[src/rtl/alias_mon_pkg.sv]
package alias_mon_pkg;

    typedef enum logic {
        MAP_XOR = 1'b0,
        MAP_CAT = 1'b1
    } map_mode_e;

    typedef struct packed {
        logic aliased;
        logic cold;
    } lookup_ev_t;

    localparam int NUM_CNT = 3;
    localparam int CNT_BRANCH = 0;
    localparam int CNT_ALIAS  = 1;
    localparam int CNT_COLD   = 2;

endpackage

[src/rtl/alias_index.sv]
module alias_index #(
    parameter int ADDR_W = 16,
    parameter int HIST_W = 4,
    parameter int IDX_W  = 6
) (
    input  logic [ADDR_W-1:0]         addr,
    input  logic [HIST_W-1:0]         hist,
    input  alias_mon_pkg::map_mode_e  mode,
    output logic [IDX_W-1:0]          idx
);
    localparam int GAP = IDX_W - HIST_W;

    logic [IDX_W-1:0] xor_idx;
    logic [IDX_W-1:0] cat_idx;

    always_comb begin
        xor_idx = addr[IDX_W-1:0] ^ {hist, {GAP{1'b0}}};
        cat_idx = {addr[GAP-1:0], hist};
        idx     = (mode == alias_mon_pkg::MAP_CAT) ? cat_idx : xor_idx;
    end
endmodule

[src/rtl/alias_table.sv]
module alias_table #(
    parameter int ID_W  = 20,
    parameter int IDX_W = 6
) (
    input  logic                       clk,
    input  logic                       rst,
    input  logic                       lk_valid,
    input  logic [IDX_W-1:0]           lk_idx,
    input  logic [ID_W-1:0]            lk_id,
    output logic                       res_valid,
    output alias_mon_pkg::lookup_ev_t  res_ev
);
    localparam int DEPTH = 1 << IDX_W;

    logic [ID_W-1:0]  id_mem [DEPTH];
    logic [DEPTH-1:0] used;
    alias_mon_pkg::lookup_ev_t ev_now;

    always_comb begin
        ev_now.cold    = !used[lk_idx];
        ev_now.aliased = used[lk_idx] && (id_mem[lk_idx] != lk_id);
    end

    always_ff @(posedge clk) begin
        if (rst) begin
            used      <= '0;
            res_valid <= 1'b0;
            res_ev    <= '0;
        end else begin
            res_valid <= lk_valid;
            if (lk_valid) begin
                res_ev         <= ev_now;
                used[lk_idx]   <= 1'b1;
            end else begin
                res_ev <= '0;
            end
        end
    end

    always_ff @(posedge clk) begin
        if (lk_valid && !rst) begin
            id_mem[lk_idx] <= lk_id;
        end
    end
endmodule

[src/rtl/alias_counters.sv]
module alias_counters #(
    parameter int CNT_W = 32
) (
    input  logic                              clk,
    input  logic                              rst,
    input  logic [alias_mon_pkg::NUM_CNT-1:0] bump,
    output logic [CNT_W-1:0]                  cnt [alias_mon_pkg::NUM_CNT]
);
    for (genvar g = 0; g < alias_mon_pkg::NUM_CNT; g++) begin : g_cnt
        always_ff @(posedge clk) begin
            if (rst) begin
                cnt[g] <= '0;
            end else if (bump[g]) begin
                cnt[g] <= cnt[g] + CNT_W'(1);
            end
        end
    end
endmodule

[src/rtl/alias_monitor.sv]
module alias_monitor #(
    parameter int ADDR_W = 16,
    parameter int HIST_W = 4,
    parameter int IDX_W  = 6,
    parameter int CNT_W  = 32
) (
    input  logic              clk,
    input  logic              rst,
    input  logic              br_valid,
    input  logic [ADDR_W-1:0] br_addr,
    input  logic [HIST_W-1:0] br_hist,
    input  logic              mode_sel,
    output logic              res_valid,
    output logic              alias_o,
    output logic              cold_o,
    output logic [CNT_W-1:0]  branch_count,
    output logic [CNT_W-1:0]  alias_count,
    output logic [CNT_W-1:0]  cold_count
);
    import alias_mon_pkg::*;

    localparam int ID_W = ADDR_W + HIST_W;

    logic [IDX_W-1:0]   idx;
    lookup_ev_t         ev;
    logic [NUM_CNT-1:0] bump;
    logic [CNT_W-1:0]   cnt [NUM_CNT];
    map_mode_e          mode;

    assign mode = map_mode_e'(mode_sel);

    alias_index #(
        .ADDR_W(ADDR_W), .HIST_W(HIST_W), .IDX_W(IDX_W)
    ) u_index (
        .addr(br_addr), .hist(br_hist), .mode(mode), .idx(idx)
    );

    alias_table #(
        .ID_W(ID_W), .IDX_W(IDX_W)
    ) u_table (
        .clk(clk), .rst(rst), .lk_valid(br_valid), .lk_idx(idx),
        .lk_id({br_addr, br_hist}), .res_valid(res_valid), .res_ev(ev)
    );

    always_comb begin
        bump             = '0;
        bump[CNT_BRANCH] = res_valid;
        bump[CNT_ALIAS]  = res_valid && ev.aliased;
        bump[CNT_COLD]   = res_valid && ev.cold;
    end

    alias_counters #(.CNT_W(CNT_W)) u_cnt (
        .clk(clk), .rst(rst), .bump(bump), .cnt(cnt)
    );

    assign alias_o      = ev.aliased;
    assign cold_o       = ev.cold;
    assign branch_count = cnt[CNT_BRANCH];
    assign alias_count  = cnt[CNT_ALIAS];
    assign cold_count   = cnt[CNT_COLD];
endmodule

[config.mk]
export PLATFORM = sky130hd
export DESIGN_NAME = alias_monitor
export DESIGN_NICKNAME = d
export VERILOG_FILES = /design/src/rtl/alias_mon_pkg.sv /design/src/rtl/alias_index.sv /design/src/rtl/alias_table.sv /design/src/rtl/alias_counters.sv /design/src/rtl/alias_monitor.sv
export SDC_FILE = /design/constraint.sdc
export NUM_CORES = 2
export LEC_CHECK = 0
export BUFFER_PORTS_ARGS = -buffer_cell sky130_fd_sc_hd__clkbuf_2
export CORE_MARGIN = 5
export CORE_UTILIZATION = 32
export DETAILED_ROUTE_END_ITERATION = 7
export GPL_TIMING_DRIVEN = 0
export SLEW_MARGIN = 20
export SYNTH_ARGS = -nofsm -noshare
export SYNTH_HDL_FRONTEND = slang
export SYNTH_HIERARCHICAL = 1
export SYNTH_SLANG_ARGS = --single-unit
[constraint.sdc]
create_clock -name clk -period 7.5 [get_ports clk]
set_input_delay 1.125 -clock clk [delete_from_list [all_inputs] [get_ports clk]]
set_output_delay 1.125 -clock clk [all_outputs]
set_load 0.05 [all_outputs]
==> results.py <==
metrics = {
    "outcome": {
        "status": "finished, violations left",
        "failed_checks": "DRC",
    },
    "logic_synthesis": {
        "syn_avg_cell_area_um2": 15.9,
        "synth.top_cell.area_share_pct": 67.1,
        "async_reset_ff_share_pct": 0,
        "ys_warn_count": 6,
        "synth.area.top_cells": "edfxtp_1 (67%), dfxtp_1 (5.7%), mux2i_1 (3.9%), mux2_2 (2.1%), mux4_2 (2.0%)",
        "syn-num-nets": 3619,
        "syn_inst": 3592,
        "ys_seq_elements": 1443,
        "ys.flop_type": "edfxtp_1",
        "synth_edf_count": 1280,
        "seq_area_frac_synth_pct": 72.8,
        "synth_top_cell_by_area": "edfxtp_1",
        "syn_area_um2": 57200,
        "ys_types": 79,
    },
    "cells_and_area": {
        "drive_above_1_share_pct": 19.5,
        "mostFrequentLayoutCell": "edfxtp_1",
        "fillers": 16500,
        "final_nets": 3960,
        "layout_common_cells": "edfxtp_1 (1,280), mux2i_1 (223), dfxtp_1 (163), a21oi_1 (151), clkbuf_16 (146)",
        "syn_to_final_growth_pct": 18.0,
    },
    "job": {
        "drv_cap": 0,
    },
    "setup_path": {
        "timing.rr.start": "u_table/id_mem[24][4]",
        "slowest_delay_ns": 0.93,
        "cp.arrival_ns": 7.33,
        "cp-startpoint": "br_addr[0]",
        "crit_buf_inv": 9,
        "crit_required_ns": 7.98,
        "crit_type": "in -> reg",
        "critPathMaxFanout": 67,
        "worst_path_most_repeated_cell": "buf_6",
        "cp-end-kind": "register",
        "slowest_stage": "clkbuf_1",
        "start_kind": "input pin",
        "crit_chain": "clkbuf_4 -> mux2_4 -> buf_6 -> buf_6 -> buf_6 -> and3b_1 -> clkbuf_1 -> buf_2 -> buf_1 -> nand2_1 -> clkbuf_2 -> nor2_4 -> buf_16",
        "cp_top_family": "buffers and inverters",
    },
    "die": {
        "die_area_um2": 187000,
        "ioPinCount": 123,
        "die_w_um": 433,
        "die-height_um": 433,
        "core_area_um2": 178000,
        "std_cell_rows": 155,
        "initial_core_util_pct": 32.1,
    },
    "global_route": {
        "grt_remaining_overflow": 0,
        "grt_start_max_net_pins": 68,
        "grt_pass1_vias": 35900,
        "grt_pass1_wl_mm": 305,
        "antenna_found_initial": 6,
        "track_usage_pct": 23.8,
    },
    "timing": {
        "maxSlewViolCount": 0,
        "period_share_pct": 91.4,
        "setup_viol": 0,
        "finalWorstSetupSlack_ns": 0.644,
        "min_period_ns": 6.86,
        "grt_setup_unrepaired": "no",
        "finClkSkew_ns": 0.0225,
        "final-hold-violation-count": 0,
        "max_freq_mhz": 146,
        "slew_headroom_pct": 9.39,
        "worstMarginPinSlew_ns": 1.36,
    },
    "pwr": {
        "peakVddDrop_mv": 0.222,
        "finalPower_mw": 17.6,
        "seqPwrFrac_pct": 50.1,
        "power_switching_mw": 4.48,
        "power_density_nw_per_um2": 260,
        "p_leak_nw": 21.5,
        "intPower_mw": 13.1,
        "clkPwrFrac_pct": 39.7,
        "combPwrFrac_pct": 10.2,
        "sw_frac_of_total_pct": 25.5,
    },
    "detailed_routing": {
        "ant_nets": 0,
        "wl_per_cell_um": 36.0,
        "via_per_inst": 6.15,
        "firstDrtPassIters": 8,
        "vias": 39500,
        "wl_mm": 231,
        "drtIter0Drc": 6862,
        "drc": 5,
    },
    "clock_network": {
        "root_buffer": "clkbuf_16",
        "cts_buffers": 143,
        "post_cts_buffers": 0,
        "ctsResizeCount": 0,
        "h-tree-depth": 4,
        "clkSinkCount": 1443,
        "insertion_delay_ns": 0.79,
        "clk_pin_slew_ns": 0.06,
        "clk_path_buf_depth": 3,
        "holdBufCountCts": 0,
        "cts_tree": "yes",
    },
    "placed_design": {
        "gp_congestion": 0.951,
        "place_hpwl_mm": 150,
        "io_buffers": 121,
        "place_ws_ns": 0.252,
    },
    "min_path": {
        "hold_class": "reg -> reg",
        "hold_start": "u_table/used[0]",
    },
}
## sequential cells by signal, indices dropped and copies added (netlist names)
signal	count
u_table/used	64
u_table/id_mem	1280
u_table/res_ev	2
u_table/res_valid	1
u_cnt/cnt	96
## routing by layer
metal | vias to the layer above | wire length (um) | global-route usage (%)
met5 | - | 31 | 0
met1 | 19900 | 81100 | 30.5
met2 | 3528 | 96800 | 34.6
li1 | 15200 | - | -
met3 | 798 | 34700 | 7.95
met4 | 6 | 18200 | 14.9
## cells by family after synthesis
kind of cell    synth area share, %
mux                            8.32
flops                          72.8
fa+ha+maj                    0.0656
xor+xnor                      0.872
simple gates                   4.69
buf+inv                        2.76
compound gates                 10.4
## path summary, 6_finish.rpt
path,cells after the start,slack [ns],end
worst max register to register,9,3.62,u_table/res_ev[1]
worst max-delay path,13,0.64,u_table/id_mem[3][9]
worst min register to register,2,0.47,u_table/used[0]
worst min-delay path,2,0.47,u_table/used[0]
## cell usage after synthesis, types with 8 or more instances
| library cell | number |
|---|---|
| edfxtp_1 | 1280 |
| mux2i_1 | 223 |
| dfxtp_1 | 163 |
| a21oi_1 | 151 |
| o21ai_0 | 142 |
| nor2_1 | 140 |
| clkbuf_1 | 124 |
| nand2_1 | 109 |
| mux2_2 | 108 |
| o22ai_1 | 108 |
| a221o_1 | 85 |
| inv_1 | 81 |
| buf_2 | 64 |
| a221oi_1 | 61 |
| a22oi_1 | 59 |
| mux4_2 | 50 |
| nand3_1 | 43 |
| o2bb2ai_1 | 43 |
| or4_1 | 37 |
| o31ai_1 | 36 |
| xnor2_1 | 35 |
| nand4_1 | 33 |
| a31oi_1 | 32 |
| a222oi_1 | 30 |
| or3_1 | 29 |
| buf_4 | 26 |
| xor2_1 | 22 |
| a211oi_1 | 19 |
| a22o_1 | 19 |
| buf_6 | 18 |
| buf_1 | 17 |
| and3_1 | 16 |
| nor4_1 | 16 |
| and2_1 | 15 |
| and4_1 | 15 |
| nor2b_1 | 11 |
| mux2_1 | 10 |
| nor3_1 | 10 |
| o221ai_1 | 10 |
| o211ai_1 | 8 |
## through the flow
stage	hold WS, ns	util, %	TNS, ns	instances	cell area (um^2)
after floorplan	0.449	-	0	3592	57200
after global placement	0.458	34.1	-1959.84	6068	60800
after detailed placement	0.463	35.4	0	6143	63100
after CTS	0.472	37.9	0	6406	67500
after global routing	0.484	37.9	0	6406	67500
final	0.470	37.9	0	6415	67500
## worst reg2reg max path, stage by stage (launching register included)
cell and delay [ns]:
edfxtp_1 0.37, mux2_2 0.29, a221o_1 0.32, a222oi_1 0.65
o221ai_1 0.23, or4b_1 0.53, xor2_1 0.20, nor4_1 0.39
and4_1 0.44, a31oi_1 0.28
## power groups by stage
stage	clock, mW	sequential (mW)	combinational, mW
2_1_floorplan	0	8.97	0.763
3_3_place_gp	0	8.98	1.62
3_5_place_dp	0	8.97	1.67
4_1_cts	7.04	8.80	1.68
5_1_grt	7.39	8.80	1.74
6_report	6.97	8.80	1.79
## final cells by class
type / count / area [um^2] / area share (%)
Timing Repair Buffer: 196 / 2320 / 3.44
Clock buffer: 182 / 3800 / 5.62
Multi-Input combinational cell: 1815 / 14500 / 21.4
Clock inverter: 81 / 653 / 0.967
Tap cell: 2355 / 2950 / 4.36
Inverter: 83 / 312 / 0.461
Sequential cell: 1443 / 41700 / 61.7
Antenna cell: 9 / 22.5 / 0.0333
Buffer: 251 / 1310 / 1.94
Note: power is estimated with default switching activity, not from simulation.
